[config.mk]
export PLATFORM = sky130hd
export DESIGN_NAME = ram_cycle_seq
export DESIGN_NICKNAME = d
export VERILOG_FILES = /design/src/rtl/ram_seq_pkg.sv /design/src/rtl/seq_timer.sv /design/src/rtl/ram_cycle_seq.sv
export SDC_FILE = /design/constraint.sdc
export NUM_CORES = 1
export LEC_CHECK = 0
export ABC_AREA = 1
export CAP_MARGIN = 10
export CORE_AREA = 2 2 68 119
export CTS_CLUSTER_DIAMETER = 60
export DETAILED_ROUTE_END_ITERATION = 8
export DIE_AREA = 0 0 70 121
export GPL_ROUTABILITY_DRIVEN = 0
export PLACE_DENSITY = 0.81
export SYNTH_ARGS = -nofsm -noshare
export SYNTH_HDL_FRONTEND = slang
export SYNTH_HIERARCHICAL = 1
export SYNTH_SLANG_ARGS = --single-unit
[constraint.sdc]
create_clock -name clk -period 2.25 [get_ports clk]
set_clock_uncertainty 0.1 [all_clocks]
set_input_delay 0.225 -clock clk [delete_from_list [all_inputs] [get_ports clk]]
set_output_delay 0.225 -clock clk [all_outputs]
set_load 0.005 [all_outputs]
[src/rtl/ram_seq_pkg.sv]
package ram_seq_pkg;

    typedef enum logic [3:0] {
        ST_IDLE,
        ST_SETUP,
        ST_CE_LOW,
        ST_ACCESS_WAIT,
        ST_MODIFY_WAIT,
        ST_WE_LOW,
        ST_PRECHARGE,
        ST_PD_ENTRY,
        ST_STANDBY,
        ST_PD_RECOVER
    } seq_state_e;

    typedef enum logic [1:0] {
        OP_READ  = 2'd0,
        OP_WRITE = 2'd1,
        OP_RMW   = 2'd2,
        OP_RSVD  = 2'd3
    } seq_op_e;

endpackage

[src/rtl/seq_timer.sv]
module seq_timer #(
    parameter int CW = 8
) (
    input  logic          clk,
    input  logic          rst_n,
    input  logic          load,
    input  logic [CW-1:0] load_val,
    output logic          expired
);

    logic [CW-1:0] cnt_d, cnt_q;

    always_comb begin
        cnt_d = cnt_q;
        if (load) begin
            cnt_d = load_val;
        end else if (cnt_q != '0) begin
            cnt_d = cnt_q - 1'b1;
        end
    end

    always_ff @(posedge clk) begin
        if (!rst_n) begin
            cnt_q <= '0;
        end else begin
            cnt_q <= cnt_d;
        end
    end

    assign expired = (cnt_q == '0);

endmodule

[src/rtl/ram_cycle_seq.sv]
module ram_cycle_seq
    import ram_seq_pkg::*;
#(
    parameter int AW = 12,
    parameter int CW = 8
) (
    input  logic          clk,
    input  logic          rst_n,
    input  logic [CW-1:0] t_setup,
    input  logic [CW-1:0] t_hold,
    input  logic [CW-1:0] t_access,
    input  logic [CW-1:0] t_lead,
    input  logic [CW-1:0] t_precharge,
    input  logic [CW-1:0] t_ppd,
    input  logic [CW-1:0] t_recover,
    input  logic          req_valid,
    output logic          req_ready,
    input  logic [1:0]    req_op,
    input  logic [AW-1:0] req_addr,
    input  logic          req_wdata,
    output logic          rd_valid,
    output logic          rd_data,
    input  logic          mod_valid,
    output logic          mod_ready,
    input  logic          mod_wdata,
    input  logic          pd_req,
    output logic          pd_ack,
    output logic          mem_ce_n,
    output logic          mem_we_n,
    output logic [AW-1:0] mem_addr,
    output logic          mem_din,
    input  logic          mem_dout
);

    typedef struct packed {
        seq_state_e    state;
        seq_op_e       op;
        logic          ce_n;
        logic          we_n;
        logic [AW-1:0] addr;
        logic          din;
        logic          rd_valid;
        logic          rd_data;
        logic          pd_ack;
    } seq_regs_t;

    localparam seq_regs_t RESET_REGS = '{
        state:    ST_IDLE,
        op:       OP_READ,
        ce_n:     1'b1,
        we_n:     1'b1,
        addr:     '0,
        din:      1'b0,
        rd_valid: 1'b0,
        rd_data:  1'b0,
        pd_ack:   1'b0
    };

    seq_regs_t     d, q;
    logic          tmr_load;
    logic [CW-1:0] tmr_val;
    logic          tmr_done;

    // A phase of N cycles loads N-1; zero saturates to a single cycle.
    function automatic logic [CW-1:0] phase_len(input logic [CW-1:0] n);
        return (n == '0) ? '0 : n - 1'b1;
    endfunction

    seq_timer #(.CW(CW)) u_timer (
        .clk      (clk),
        .rst_n    (rst_n),
        .load     (tmr_load),
        .load_val (tmr_val),
        .expired  (tmr_done)
    );

    always_comb begin
        d          = q;
        d.rd_valid = 1'b0;
        tmr_load   = 1'b0;
        tmr_val    = '0;
        unique case (q.state)
            ST_IDLE: begin
                if (pd_req) begin
                    d.state  = ST_PD_ENTRY;
                    tmr_load = 1'b1;
                    tmr_val  = phase_len(t_ppd);
                end else if (req_valid) begin
                    d.op     = (req_op == OP_RSVD) ? OP_READ : seq_op_e'(req_op);
                    d.addr   = req_addr;
                    d.din    = req_wdata;
                    // early write: write enable leads chip enable
                    d.we_n   = (req_op != OP_WRITE);
                    d.state  = ST_SETUP;
                    tmr_load = 1'b1;
                    tmr_val  = phase_len(t_setup);
                end
            end
            ST_SETUP: begin
                if (tmr_done) begin
                    d.ce_n   = 1'b0;
                    d.state  = ST_CE_LOW;
                    tmr_load = 1'b1;
                    tmr_val  = phase_len(t_hold);
                end
            end
            ST_CE_LOW: begin
                if (tmr_done) begin
                    tmr_load = 1'b1;
                    if (q.op == OP_WRITE) begin
                        d.state = ST_WE_LOW;
                        tmr_val = phase_len(t_lead);
                    end else begin
                        d.state = ST_ACCESS_WAIT;
                        tmr_val = phase_len(t_access);
                    end
                end
            end
            ST_ACCESS_WAIT: begin
                if (tmr_done) begin
                    d.rd_data  = mem_dout;
                    d.rd_valid = 1'b1;
                    if (q.op == OP_RMW) begin
                        d.state = ST_MODIFY_WAIT;
                    end else begin
                        d.ce_n   = 1'b1;
                        d.state  = ST_PRECHARGE;
                        tmr_load = 1'b1;
                        tmr_val  = phase_len(t_precharge);
                    end
                end
            end
            ST_MODIFY_WAIT: begin
                if (mod_valid) begin
                    d.din    = mod_wdata;
                    d.we_n   = 1'b0;
                    d.state  = ST_WE_LOW;
                    tmr_load = 1'b1;
                    tmr_val  = phase_len(t_lead);
                end
            end
            ST_WE_LOW: begin
                if (tmr_done) begin
                    d.ce_n   = 1'b1;
                    d.we_n   = 1'b1;
                    d.state  = ST_PRECHARGE;
                    tmr_load = 1'b1;
                    tmr_val  = phase_len(t_precharge);
                end
            end
            ST_PRECHARGE: begin
                if (tmr_done) begin
                    d.state = ST_IDLE;
                end
            end
            ST_PD_ENTRY: begin
                if (tmr_done) begin
                    d.state  = ST_STANDBY;
                    d.pd_ack = 1'b1;
                end
            end
            ST_STANDBY: begin
                if (!pd_req) begin
                    d.pd_ack = 1'b0;
                    d.state  = ST_PD_RECOVER;
                    tmr_load = 1'b1;
                    tmr_val  = phase_len(t_recover);
                end
            end
            ST_PD_RECOVER: begin
                if (tmr_done) begin
                    d.state = ST_IDLE;
                end
            end
            default: d = RESET_REGS;
        endcase
    end

    always_ff @(posedge clk) begin
        if (!rst_n) begin
            q <= RESET_REGS;
        end else begin
            q <= d;
        end
    end

    assign req_ready = (q.state == ST_IDLE) && !pd_req;
    assign mod_ready = (q.state == ST_MODIFY_WAIT);
    assign rd_valid  = q.rd_valid;
    assign rd_data   = q.rd_data;
    assign pd_ack    = q.pd_ack;
    assign mem_ce_n  = q.ce_n;
    assign mem_we_n  = q.we_n;
    assign mem_addr  = q.addr;
    assign mem_din   = q.din;

    a_r2_we_leads_ce: assert property (@(posedge clk) disable iff (!rst_n)
        ($fell(q.ce_n) && q.op == OP_WRITE) |-> (!q.we_n && !$past(q.we_n)));

    a_r3_ce_leads_we: assert property (@(posedge clk) disable iff (!rst_n)
        ($fell(q.ce_n) && q.op != OP_WRITE) |-> q.we_n);

    a_r5_din_steady: assert property (@(posedge clk) disable iff (!rst_n)
        (!q.we_n && !$past(q.we_n)) |-> $stable(q.din));

    a_r6_precharge_high: assert property (@(posedge clk) disable iff (!rst_n)
        (q.state == ST_PRECHARGE) |-> (q.ce_n && q.we_n));

    a_r7_single_pulse: assert property (@(posedge clk) disable iff (!rst_n)
        q.rd_valid |=> !q.rd_valid);

    a_r8_addr_steady: assert property (@(posedge clk) disable iff (!rst_n)
        (!q.ce_n && !$past(q.ce_n)) |-> $stable(q.addr));

    a_r9_standby_parked: assert property (@(posedge clk) disable iff (!rst_n)
        q.pd_ack |-> (q.ce_n && q.we_n));

    a_r9_no_accept: assert property (@(posedge clk) disable iff (!rst_n)
        pd_req |-> !req_ready);

endmodule

### Word level (Yosys, flattened, before mapping)

Index checks and enable logic that the tools add are counted.

| cells by class | value |
|---|---|
| add/subtract/negate cells | 8 |
| $mul | 0 |
| divide/modulo/power cells | 0 |
| order comparisons | 0 |
| equality and inequality tests | 25 |
| shift-type cells | 0 |
| multiplexer cells | 61 |
| bitwise operators | 6 |
| reductions and logical operators | 28 |

Operators with widths:

| operator | count |
|---|---|
| 8-bit two-way mux | 19 |
| 8-bit logical NOT | 8 |
| 8-bit by 1-bit subtractor with 8-bit output, second input constant | 8 |
| 8-bit case mux with 7 select lines | 1 |
| 4-bit two-way mux | 9 |
| 4-bit case mux with 9 select lines | 1 |
| 14-bit two-way mux | 2 |
| 12-bit case mux with 2 select lines | 1 |
| 2-bit inequality test, second input constant | 10 |
| 9-bit OR reduction | 2 |
| 4-bit by 3-bit == test with 1-bit output, second input constant | 4 |
| 8-bit OR reduction | 2 |
| 1-bit two-way mux | 14 |
| 7-bit OR reduction | 2 |
| 2-bit two-way mux | 5 |
| 5-bit AND reduction | 2 |
| 9-bit AND reduction | 1 |
| 4-bit by 2-bit == test with 1-bit output, second input constant | 2 |
| 4-bit == test, second input constant | 2 |
| 1-bit case mux with 4 select lines | 2 |
| 2-bit case mux with 2 select lines | 2 |
| 8-bit nonzero test | 1 |
| 6-bit two-way mux | 1 |
| 1-bit inverter | 6 |
| 17 further kinds | 21 |

| word-level totals | value |
|---|---|
| bits in registers | 32 |
| latch bits | 0 |
| memory bits (writable) | 0 |
| memory bits (read-only) | 0 |
| input bits | 78 |
| output and inout port bits | 20 |
| logic and storage cells | 138 |
| memories | 0 |

### Depth between registers and ports, before layout

Gate-level depths: netlist of the first run.

| logic depth | value |
|---|---|
| word-level depth | 6 |
| gate-level depth with buffers | 16 |
| gate-level depth less buffers | 16 |

### Modules after synthesis

Netlist of the first run, hierarchy kept.

Modules (own cells, without submodules):

| module | instances | cells each | area each (um2) | seq. area each (um2) |
|---|---|---|---|---|
| ram_cycle_seq | 1 | 589 | 3,206.8 | 480.5 |
| seq_timer | 1 | 70 | 478.0 | 160.2 |

### Least setup slack after synthesis of the first run

No wires, ideal clock.

| timing path | value |
|---|---|
| path kind | register -> register |
| start point | register u_timer.cnt_q[0] |
| end point | register u_timer.cnt_q[1] |
| setup time | 113 ps |
| arrival time | 1,878 ps |
| required time | 2,037 ps |
| setup slack | 159 ps |
| stages on the path, launching flop included | 14 |
| path buffers | 2 |
| period minus slack after synthesis | 2,091 ps |
| path through | dfxtp_1 inv_1 ha_1 nand2_2 nor2_8 clkbuf_1 a21oi_1 o2111ai_1 buf_2 inv_2 nand2_4 inv_2 nor2_1 nor2_1 |

| between the ends | value |
|---|---|
| longest elaborated chain between the ends | 4 |
| elaborated cells on any way between the ends | 14 |
| classes of those cells | add/sub: 1; mux: 10; reduce/logical: 3 |

Ends and longest elaborated chain:

| what | RTL line | text |
|---|---|---|
| start, declared | seq_timer.sv:11 | `logic [CW-1:0] cnt_d, cnt_q;` |
| start signal, assigned | seq_timer.sv:26 | `cnt_q <= cnt_d;` |
| 8-bit logical NOT (*) | seq_timer.sv:30 | `assign expired = (cnt_q == '0);` |
| net tmr_done | ram_cycle_seq.sv:62 | `logic tmr_done;` |
| 1-bit two-way mux, on equally long branches | n/a |  |
| 1-bit case mux with 5 select lines (*) | ram_cycle_seq.sv:82 | `unique case (q.state)` |
| net tmr_load | ram_cycle_seq.sv:60 | `logic tmr_load;` |
| 8-bit two-way mux / 2-bit nonzero test (equally long branches) | n/a |  |

Mark *: on every way through the listed nets, which the timed path passes. The rest lies on a longest branch. The select of a mux whose other input is x is not followed.
A chain may end at the register's enable or synchronous reset.

### Worst setup path in the final report of the first run

| timing path | value |
|---|---|
| start point | register u_timer.cnt_q[0] |
| end point | register u_timer.cnt_q[7] |

| between the ends | value |
|---|---|
| longest elaborated chain between the ends | 4 |
| elaborated cells on any way between the ends | 14 |
| classes of those cells | add/sub: 1; mux: 10; reduce/logical: 3 |

Ends and longest elaborated chain:

| what | RTL line | text |
|---|---|---|
| 8-bit logical NOT (*) | seq_timer.sv:30 |  |
| net tmr_done | ram_cycle_seq.sv:62 |  |
| 8-bit two-way mux, on equally long branches | n/a |  |
| 8-bit case mux with 7 select lines (*) | ram_cycle_seq.sv:82 |  |
| net tmr_val[7] | ram_cycle_seq.sv:61 | `logic [CW-1:0] tmr_val;` |
| 8-bit two-way mux (*) | seq_timer.sv:15 | `if (load) begin` |

Marks and branches as above.

==> run_results.csv, run 1 <==
group,metric,value,unit
die,io_pins,98,
drt,drc_violation_count_after_routing,0,
drt,drt_pre_antenna_iters,5,
synth,synth_seq_area_share,0.174,
worst_setup_path,crit_path_max_incr_delay,310,ps
cts,cts_hold_buffers,0,
sta,final_setup_viols,0,
worst_setup_path,crit_path_dat,2260,ps
drt,post_drt_wl_per_cell,13.9,um
synth,synth_top_family_by_area,"simple AND/OR/NAND/NOR gates",
grt,first_pass_grt_wire_length,19300,um
cts,cts_htree_levels,2,
drt,via_per_inst,5.39,
cts,clock_tree_from_tritoncts,"done",
cts,clock_pin_slew_of_the_registers_on_the_worst_case_setup_and_hold_paths,50,ps
sta,clock.fmax,0.464,GHz
grt,initial_antenna_violation_count,0,
drt,postRouteAntennaNets,0,
synth,synthTopCellsByArea,"sky130_fd_sc_hd__dfxtp_1 17%, sky130_fd_sc_hd__nand2_1 17%, sky130_fd_sc_hd__nand3_1 14%, sky130_fd_sc_hd__nor2_1 10%, sky130_fd_sc_hd__inv_1 8.5%",
worst_setup_path,cp.depth,15,
outcome,status,"complete, no violations",
worst_setup_path,cpMostUsedCell,"sky130_fd_sc_hd__nand2_1",
die,area_of_the_core,0.00746,mm2
power_and_ir_drop,p_total,4040,uW
synth,synth.area.mux_share,0,
cts,clock-root-buffer,"sky130_fd_sc_hd__clkbuf_16",
die,design.die.area,0.00847,mm2
power_and_ir_drop,pwr_cell_area,825,mW/mm2
synth,synthesis.yosys.warnings,6,
sta,final.min_clock_period,2150,ps
sta,max_slew.worst_pin.slew,571,ps
worst_setup_path,setup.worst_path.class,"reg -> reg",
sta,worst_slew_margin,0.618,
synth,synth_top_area_cell,"sky130_fd_sc_hd__dfxtp_1",
sta,report.final.hold_viol_count,0,
placed_design,dp_slack,64.0,ps
synth,netlist-cell-type-count,35,
layout,fraction_of_layout_cells_with_a_size_suffix_above_1,0.0792,
layout,net_count_of_the_finished_layout,851,
drt,drt-initial-drc-count,273,
drt,totalWireLength,11800,um
synth,postSynthNetCount,752,
placed_design,buffer_ports.inserted,97,
worst_hold_path,timing.hold.worst_path_depth,2,
worst_setup_path,cp_top_family,"simple AND/OR/NAND/NOR gates",
synth,synth_flop_cell,"sky130_fd_sc_hd__dfxtp_1",
synth,number_of_enable_flip_flop_cells_after_synthesis,0,
cts,clock_net_sink_count,32,
worst_setup_path,worstPathBufferInverterCount,3,
layout,area_growth,33.0,%
worst_hold_path,worstHoldPathType,"reg -> reg",
grt,grt_start_max_net_pins,17,
synth,async_reset_ff_frac,0,
synth,synth_simple_gate_area_frac,0.486,
cts,clock_latency,280,ps
worst_setup_path,worst-path-max-fanout,4,
worst_setup_path,setup.worst_path.start_class,"flip-flop",
sta,timing.final.ws_setup,96.3,ps
synth,xor_xnor_fraction_of_synth_area,0.0499,
synth,yosys.area_share.adder,0.0509,
power_and_ir_drop,power.static_leakage,0.00229,uW
cts,clock_path_buffers,2,
grt,globalRouteTotalUtil,0.278,
worst_setup_path,slowest_stage,"sky130_fd_sc_hd__dfxtp_1",
power_and_ir_drop,max-vdd-ir-drop,516,uV
die,die_y_extent,121,um
worst_setup_path,cell_breakdown_of_the_critical_path,"inv_1 > ha_2 > nand2_2 > nor2_8 > inv_1 > a21oi_1 > nand2_1 > a21oi_2 > buf_4 > nand2_1 > nand2_1 > nor2_1 > nand3_1 > nand2_1 > a21oi_1",
synth,synthesis.area_per_instance,5.59,um2
sta,final_max_tran_viols,0,
drt,total_number_of_vias,4556,
die,placementRows,42,
sta,final_period_util,0.957,
placed_design,half_perimeter_wire_length_after_detailed_placement,9720,um
synth,synth_area,0.00368,mm2
die,chipWidth,70,um
worst_setup_path,worstRegToRegCells,15,
grt,global_route.overflow_total,0,
synth,netlist_instances,659,
grt,vias_in_the_first_global_route,4614,
synth,synth_seq_cells,32,
worst_setup_path,worst-endpoint-required,2360,ps
synth,yosys.area.top_type_share,0.174,
layout,diodes,0,
worst_setup_path,cp-end-kind,"flip-flop",
die,floorplan.initialDensity,0.494,
run,drv_cap,0,
synth,area_fraction_in_compound_gates_after_synthesis,0.110,
cts,cts_inserted_buffers,5,
layout,finish.utilization,0.657,
-- metal layers --
layer  vias up  track usage  part of all wire
met5         -            0                 0
met4         0        0.190             0.061
met3        51       0.0233             0.041
met2       186        0.564              0.55
met1      2020        0.250              0.35
li1       2299            -                 -
-- cells by family (layout without fill, tap and decap cells) --
group	count (synthesis)	after routing
adders and majority gates	15	15
xor gates and xnor gates	21	21
AOI/OAI and AO/OA	76	76
and+or+nand+nor	404	404
buffers and inverters	111	210
DFF	32	32
-- cell usage in the layout, fill, tap and decap left out, types with 5 or more instances in the layout --
master and instances:
sky130_fd_sc_hd__a21oi_1 30, sky130_fd_sc_hd__buf_4 17, sky130_fd_sc_hd__clkbuf_16 5, sky130_fd_sc_hd__clkdlybuf4s50_1 97, sky130_fd_sc_hd__dfxtp_1 31, sky130_fd_sc_hd__ha_1 14
sky130_fd_sc_hd__inv_1 83, sky130_fd_sc_hd__inv_2 6, sky130_fd_sc_hd__nand2_1 164, sky130_fd_sc_hd__nand2_2 6, sky130_fd_sc_hd__nand3_1 101, sky130_fd_sc_hd__nand4_1 8
sky130_fd_sc_hd__nor2_1 98, sky130_fd_sc_hd__nor2_2 6, sky130_fd_sc_hd__nor3_1 7, sky130_fd_sc_hd__o21ai_0 27, sky130_fd_sc_hd__o21ai_1 9, sky130_fd_sc_hd__xnor2_1 7
sky130_fd_sc_hd__xor2_1 14
-- final timing paths --
path	from	to	slack, ps
worst max-delay path	u_timer/cnt_q[0]$_SDFFE_PN0P_	u_timer/cnt_q[7]$_SDFFE_PN0P_	100
worst min-delay path	mem_we_n$_SDFFE_PN1P_	mem_we_n$_SDFFE_PN1P_	350
worst max register to register	u_timer/cnt_q[0]$_SDFFE_PN0P_	u_timer/cnt_q[7]$_SDFFE_PN0P_	100
worst min register to register	mem_we_n$_SDFFE_PN1P_	mem_we_n$_SDFFE_PN1P_	350
-- sequential cells by signal (all words and copies together), names as in the netlist --
signal and cells:
mem_addr 12, mem_din 1, u_timer/cnt_q 8, mem_ce_n 1, q 6, rd_data 1, rd_valid 1, pd_ack 1
mem_we_n 1
-- tightest hold or removal path, cell delays in order, from the launching register on --
cell                      delay, ps
sky130_fd_sc_hd__dfxtp_1        320
sky130_fd_sc_hd__nand2_1         50
sky130_fd_sc_hd__nand3_1         50
-- power breakdown --
group / internal [uW] / switching, uW
logic: 1030 / 1560
clock network: 401 / 236
registers: 697 / 118
-- repair_timing --
action / CTS / global route
setup endpoints to repair: 0 / 8
buffers inserted: 0 / 3
resized for setup: 0 / 5
-- final cells by class --
type / instances / area (um2)
Inverter: 89 / 334
Sequential cell: 32 / 642
Multi-Input combinational cell: 516 / 2580
Clock buffer: 6 / 129
Tap cell: 88 / 110
Clock inverter: 1 / 5.00
Fill cell: 727 / 2560
Timing Repair Buffer: 114 / 1100
-- cells in the mapped netlist, types with 2 or more instances --
cell / count
sky130_fd_sc_hd__o21ai_0: 27
sky130_fd_sc_hd__xnor2_1: 7
sky130_fd_sc_hd__inv_2: 6
sky130_fd_sc_hd__buf_2: 3
sky130_fd_sc_hd__xor2_1: 14
sky130_fd_sc_hd__a21oi_1: 32
sky130_fd_sc_hd__or2_2: 2
sky130_fd_sc_hd__o21ai_1: 9
sky130_fd_sc_hd__nor2_1: 98
sky130_fd_sc_hd__nand2_1: 164
sky130_fd_sc_hd__nor2_4: 4
sky130_fd_sc_hd__nand2_4: 2
sky130_fd_sc_hd__nand3b_1: 2
sky130_fd_sc_hd__nand3_1: 101
sky130_fd_sc_hd__nand4_1: 8
sky130_fd_sc_hd__nand2_2: 6
sky130_fd_sc_hd__dfxtp_1: 32
sky130_fd_sc_hd__clkbuf_1: 5
sky130_fd_sc_hd__buf_4: 13
sky130_fd_sc_hd__ha_1: 15
sky130_fd_sc_hd__inv_1: 83
sky130_fd_sc_hd__nor3_1: 7
sky130_fd_sc_hd__nor2_2: 6
sky130_fd_sc_hd__o21ai_2: 2
-- stage by stage --
step	instance area, um2	hold WS [ps]	cells	setup TNS (ps)
3_5_place_dp	4730	345	836	0
5_1_grt	4900	387	846	-39.6
4_1_cts	4860	357	843	0
3_3_place_gp	4730	336	836	0
6_report	4900	355	846	0
2_1_floorplan	3680	263	659	0
Power figures use the tool's default switching activity.
==> inputs of run 2 (changes only) <==
--- a/config.mk
+++ b/config.mk
@@ -14,4 +14,5 @@
 export GPL_ROUTABILITY_DRIVEN = 0
 export PLACE_DENSITY = 0.81
+export SKIP_LAST_GASP = 1
 export SYNTH_ARGS = -nofsm -noshare
 export SYNTH_HDL_FRONTEND = slang
==> constraint.sdc (replaced) <==
create_clock -name clk -period 2.4 [get_ports clk]
set_clock_uncertainty 0.1 [all_clocks]
set_input_delay 0.48 -clock clk [delete_from_list [all_inputs] [get_ports clk]]
set_output_delay 0.48 -clock clk [all_outputs]
set_load 0.005 [all_outputs]
==> run 2 against run 1 <==
Clock-buffer cell count is 2 higher. Non-clock buffer count is 1 higher. Utilization is 0.13 points higher. Largest cell class unchanged. Sequential cell count unchanged. Global-route usage shrank 0.57 points. Setup slack better by 12 ps. Combinational power down 10%. Wire length down 3.7%. Highest routed layer unchanged. Critical path type is now reg -> out. Via count decreased by 0.79%.
==> run_results.csv, run 2 (synthesis gave the netlist of run 1 again) <==
group,metric,value,unit
outcome,status,"complete, no violations",
layout,largest_register_ff_count,12,
cts,clock_path_buffers,2,
worst_hold_path,worstHoldPathType,"reg -> reg",
die,design.die.area,0.00847,mm2
worst_hold_path,hp-start,"mem_din$_SDFFE_PN0P_",
cts,clock_latency,280,ps
cts,clock_tree_from_tritoncts,"done",
power_and_ir_drop,power.static_leakage,0.00229,uW
worst_setup_path,worstRegToRegCells,12,
worst_setup_path,rrSetupSlack,200,ps
grt,grt_start_max_net_pins,19,
worst_setup_path,crit_path_max_incr_delay,520,ps
drt,total_number_of_vias,4520,
worst_hold_path,hold_path_end,"mem_din$_SDFFE_PN0P_",
die,floorplan.initialDensity,0.494,
worst_setup_path,slowest_stage,"sky130_fd_sc_hd__clkdlybuf4s50_1",
cts,clock_net_sink_count,32,
worst_hold_path,timing.hold.worst_path_depth,2,
cts,post-cts-setup-buffers,0,
cts,cts_inserted_buffers,5,
drt,drc_violation_count_after_routing,0,
placed_design,buffer_ports.inserted,97,
die,die_y_extent,121,um
power_and_ir_drop,pwr_cell_area,757,mW/mm2
sta,report.final.hold_viol_count,0,
sta,final_setup_viols,0,
drt,drt_pre_antenna_iters,4,
grt,global_route.overflow_total,0,
cts,clock-root-buffer,"sky130_fd_sc_hd__clkbuf_16",
drt,post_drt_wl_per_cell,13.4,um
worst_setup_path,setup.worst_path.start_class,"flip-flop",
layout,final_design_area_no_fill,0.00491,mm2
sta,totalNegativeSetupSlack,0,ps
sta,clock.fmax,0.436,GHz
layout,layout.cells.most_common,"sky130_fd_sc_hd__nand2_1",
layout,diodes,0,
sta,worst_slew_margin,0.643,
cts,cts_htree_levels,2,
power_and_ir_drop,max-vdd-ir-drop,319,uV
layout,area_growth,33.3,%
die,chipWidth,70,um
grt,initial_antenna_violation_count,0,
die,area_of_the_core,0.00746,mm2
layout,fillCellCount,710,
worst_setup_path,worstSetupStartpoint,"q[22]$_SDFFE_PN0P_",
grt,first_pass_grt_wire_length,18700,um
worst_setup_path,worst-path-max-fanout,7,
worst_setup_path,r2r-start,"u_timer/cnt_q[0]$_SDFFE_PN0P_",
worst_setup_path,worst-endpoint-required,1820,ps
sta,final_max_tran_viols,0,
worst_setup_path,setup.worst_path.class,"reg -> out",
sta,final_period_util,0.955,
sta,final.min_clock_period,2290,ps
sta,max_slew.worst_pin.slew,533,ps
worst_setup_path,cp_top_family,"buffers and inverters",
layout,net_count_of_the_finished_layout,852,
die,placementRows,42,
placed_design,dpl-instance-area,0.00476,mm2
worst_setup_path,worstPathBufferInverterCount,3,
grt,globalRouteTotalUtil,0.273,
cts,clock_pin_slew_of_the_registers_on_the_worst_case_setup_and_hold_paths,50,ps
worst_setup_path,rr_endpoint,"u_timer/cnt_q[5]$_SDFFE_PN0P_",
layout,fraction_of_layout_cells_with_a_size_suffix_above_1,0.0789,
layout,most-common-layout-cells,"164 x sky130_fd_sc_hd__nand2_1, 101 x sky130_fd_sc_hd__nand3_1, 98 x sky130_fd_sc_hd__nor2_1, 97 x sky130_fd_sc_hd__clkdlybuf4s50_1, 82 x sky130_fd_sc_hd__inv_1",
drt,totalWireLength,11400,um
grt,vias_in_the_first_global_route,4491,
drt,postRouteAntennaNets,0,
drt,drt-initial-drc-count,209,
die,io_pins,98,
cts,cts_hold_buffers,0,
worst_setup_path,cp-end-kind,"output pin",
worst_setup_path,crit_path_dat,1710,ps
drt,via_per_inst,5.33,
worst_setup_path,cell_breakdown_of_the_critical_path,"inv_2 > nand2_4 > nor2_4 > inv_1 > nor2_1 > clkdlybuf4s50_1",
placed_design,half_perimeter_wire_length_after_detailed_placement,9600,um
run,drv_cap,0,
sta,rsz_0062_raised_after_global_routing,"true",
==> run 2: changes by cell type in the layout (fill, tap and decap cells not counted), sizes merged <==
cell,before,now
clkbuf,6,8
buf,17,18
clkinv,1,0
==> run 2: metrics by stage <==
stage | setup WS (ps) | utilization | total power, uW | hold slack (ps) | std cells
3_5_place_dp | -55.8 | 0.638 | 3030 | 337 | 840
5_1_grt | -8.85 | 0.658 | 4020 | 369 | 848
3_3_place_gp | -37.2 | 0.638 | 2990 | 336 | 840
6_report | 108 | 0.658 | 3720 | 343 | 848
2_1_floorplan | 309 | - | 2360 | 340 | 659
4_1_cts | 57.7 | 0.657 | 3680 | 344 | 848
==> run 2: worst max path at each step <==
stage                               endpoint  slack [ps]  cells after the start
5_1_grt                            req_ready          -9                      6
2_1_floorplan  u_timer/cnt_q[1]$_SDFFE_PN0P_         310                     13
6_report                           req_ready         110                      6
4_1_cts                            req_ready          60                      6
3_5_place_dp   u_timer/cnt_q[1]$_SDFFE_PN0P_         -60                     16
3_3_place_gp   u_timer/cnt_q[1]$_SDFFE_PN0P_         -40                     16
==> run 2: worst register-to-register path: stages, from the launching register on <==
cell,delay [ps]
sky130_fd_sc_hd__dfxtp_1,320
sky130_fd_sc_hd__inv_1,100
sky130_fd_sc_hd__ha_2,230
sky130_fd_sc_hd__nand2_2,140
sky130_fd_sc_hd__nor2_8,60
sky130_fd_sc_hd__buf_4,170
sky130_fd_sc_hd__a21oi_1,150
sky130_fd_sc_hd__o2111ai_1,170
sky130_fd_sc_hd__buf_4,210
sky130_fd_sc_hd__nor2_2,200
sky130_fd_sc_hd__nand3_1,110
sky130_fd_sc_hd__nand2_1,90
sky130_fd_sc_hd__nor2_1,40
==> run 2: power by group <==
part           leakage [uW]  switching (uW)  internal [uW]
logic               0.00196            1420            903
registers          0.000262             113            654
clock network     0.0000712             219            413
==> run 2: final cells by class <==
type	instances	area, um2	area share
multi-input combinational	516	2570	0.524
timing repair buffer	115	1110	0.225
sequential	32	642	0.131
inverter	89	334	0.0680
clock buffer	8	146	0.0298
tap	88	110	0.0224
==> run 2: routing by layer <==
metal  up-vias  share of wire  GRT usage
li1       2305              -          -
met1      2003           0.34      0.243
met2       159           0.56      0.557
met3        53          0.037     0.0216
met4         0          0.058      0.181
met5         -              0          0
==> run 2: timing repair <==
item                                    4_1_cts  5_1_grt
endpoints found under the setup margin        0        2
hold endpoints to repair                      0        0
gates resized for setup                       0        4
==> inputs of run 3 (changes only) <==
- GPL_ROUTABILITY_DRIVEN: 0 -> not set
- GPL_TIMING_DRIVEN: not set -> 0
==> run 3 against run 2 <==
Setup slack better by 15 ps. Final area is 2.4% higher. Hold slack better by 6.4 ps. Total power is 5.6% higher. Clock power is 15% higher. Clock-buffer cell count is 3 lower. First-iteration DRC count is 5.7% lower. Register-to-register slack better by 20 ps. Fmax is 0.64% higher. Sequential power hardly changed. Critical endpoint is now mod_ready. Largest cell class unchanged.
==> run_results.csv, run 3 (synthesis gave the netlist of run 1 again) <==
group,metric,value,unit
worst_setup_path,worst-path-max-fanout,7,
power_and_ir_drop,seqPwrFrac,0.195,
layout,fraction_of_layout_cells_with_a_size_suffix_above_1,0.0996,
grt,grt_start_max_net_pins,12,
sta,final_setup_viols,0,
grt,vias_in_the_first_global_route,4548,
layout,layout.cells.most_common,"sky130_fd_sc_hd__nand2_1",
sta,fin_hold_ws,350,ps
drt,total_number_of_vias,4552,
placed_design,gp_routability_congestion,0.953,
layout,fillCellCount,726,
worst_setup_path,worst-endpoint-required,1820,ps
outcome,status,"complete, no violations",
cts,clock_tree_from_tritoncts,"done",
sta,worst_slew_margin,0.677,
layout,final_design_area_no_fill,0.00503,mm2
power_and_ir_drop,sw_frac_of_total,0.464,
cts,cts_hold_buffers,0,
die,chipWidth,70,um
layout,finish.utilization,0.674,
run,drv_cap,0,
cts,clock_net_sink_count,32,
cts,clock_latency,280,ps
die,die_y_extent,121,um
die,io_pins,98,
grt,first_pass_grt_wire_length,19000,um
cts,clock-root-buffer,"sky130_fd_sc_hd__clkbuf_16",
sta,final_max_tran_viols,0,
worst_setup_path,crit_path_dat,1700,ps
drt,via_per_inst,5.29,
die,placementRows,42,
grt,initial_antenna_violation_count,0,
sta,clock.fmax,0.439,GHz
sta,max_slew.worst_pin.slew,483,ps
worst_setup_path,setup.worst_path.start_class,"flip-flop",
power_and_ir_drop,power.static_leakage,0.00236,uW
power_and_ir_drop,power.share.clock,0.185,
sta,report.final.hold_viol_count,0,
layout,multi_input_comb_area,0.00260,mm2
grt,global_route.overflow_total,0,
placed_design,half_perimeter_wire_length_after_detailed_placement,9520,um
layout,diodes,0,
layout,most-common-layout-cells,"163 x sky130_fd_sc_hd__nand2_1, 101 x sky130_fd_sc_hd__nand3_1, 97 x sky130_fd_sc_hd__nor2_1, 95 x sky130_fd_sc_hd__clkdlybuf4s50_1, 78 x sky130_fd_sc_hd__inv_1",
drt,totalWireLength,11400,um
drt,postRouteAntennaNets,0,
power_and_ir_drop,cellInternalPower,2110,uW
cts,clock_pin_slew_of_the_registers_on_the_worst_case_setup_and_hold_paths,60,ps
drt,drt-initial-drc-count,197,
sta,timing.final.ws_setup,123,ps
layout,net_count_of_the_finished_layout,865,
layout,area_growth,36.6,%
drt,post_drt_wl_per_cell,13.3,um
drt,drt_pre_antenna_iters,5,
placed_design,buffer_ports.inserted,97,
cts,cts_inserted_buffers,5,
drt,drc_violation_count_after_routing,0,
placed_design,dpl-instance-area,0.00477,mm2
die,design.die.area,0.00847,mm2
cts,cts_htree_levels,2,
sta,final.min_clock_period,2280,ps
power_and_ir_drop,switching_power,1820,uW
die,floorplan.initialDensity,0.494,
grt,globalRouteTotalUtil,0.274,
worst_hold_path,worstHoldPathType,"reg -> reg",
placed_design,dp_slack,-284,ps
worst_setup_path,cp-end-kind,"output pin",
die,area_of_the_core,0.00746,mm2
layout,final-seq-area,642,um2
power_and_ir_drop,combinationalPowerShare,0.620,
power_and_ir_drop,max-vdd-ir-drop,394,uV
power_and_ir_drop,pwr_cell_area,780,mW/mm2
layout,largest_register_ff_count,12,
cts,clock_path_buffers,2,
worst_setup_path,setup.worst_path.class,"reg -> out",
sta,final_period_util,0.949,
## run 3: cell types whose count changed in the layout (fill, tap and decap cells not counted), moves of 4 or more
| cell | previous run | this run |
|---|---|---|
| sky130_fd_sc_hd__buf_4 | 18 | 22 |
| sky130_fd_sc_hd__inv_1 | 82 | 78 |
| sky130_fd_sc_hd__inv_2 | 7 | 11 |
| sky130_fd_sc_hd__o21ai_0 | 27 | 23 |
| sky130_fd_sc_hd__o21ai_1 | 9 | 13 |
## run 3: layer usage
metal	GRT usage	vias to the layer above	wire [um]
li1	-	2334	-
met1	0.252	1991	4010
met2	0.554	172	6230
met3	0.0183	55	458
met4	0.185	0	741
met5	0	-	0
## run 3: power by group through the flow
stage	sequential (uW)	clock [uW]	combinational, uW
after detailed placement	763	0	2260
final	765	725	2430
after floorplan	735	0	1630
after global placement	759	0	2220
after CTS	754	732	2300
after global routing	775	750	2710
## run 3: layout make-up
type | instances | share of cell area
buffer | 22 | 0.0291
clock buffer | 5 | 0.0249
timing repair buffer | 105 | 0.205
inverter | 89 | 0.0664
multi-input combinational | 517 | 0.517
sequential | 32 | 0.128
tap | 88 | 0.0219
clock inverter | 3 | 0.00845
## run 3: worst paths after layout
check / start / end / slack [ps] / cells after the start
setup / recovery: q[23]$_SDFFE_PN0P_ / mod_ready / 120 / 5
hold / removal: mem_din$_SDFFE_PN0P_ / mem_din$_SDFFE_PN0P_ / 350 / 2
setup reg to reg: u_timer/cnt_q[4]$_SDFFE_PN0P_ / u_timer/cnt_q[7]$_SDFFE_PN0P_ / 220 / 14
hold reg to reg: mem_din$_SDFFE_PN0P_ / mem_din$_SDFFE_PN0P_ / 350 / 2
## run 3: metrics by stage
step / cells / TNS (ps) / power (uW)
floorplan: 659 / 0 / 2360
global placement: 844 / -1100 / 2980
detailed placement: 844 / -1230 / 3030
CTS: 854 / -34.2 / 3790
global route: 861 / -20.3 / 4240
finish: 861 / 0 / 3920
## run 3: critical path, stage by stage, from the launching register on
cell	delay [ps]
sky130_fd_sc_hd__dfxtp_2	370
sky130_fd_sc_hd__inv_2	90
sky130_fd_sc_hd__buf_4	130
sky130_fd_sc_hd__nand2_2	110
sky130_fd_sc_hd__nor2_4	190
sky130_fd_sc_hd__clkdlybuf4s50_1	520
## run 3: what timing repair did
action,4_1_cts,5_1_grt
endpoints found under the hold margin,0,0
buffers inserted,2,6
cloned,0,1
pin swaps,1,5
setup endpoints to repair,6,9
gates resized for setup,4,17
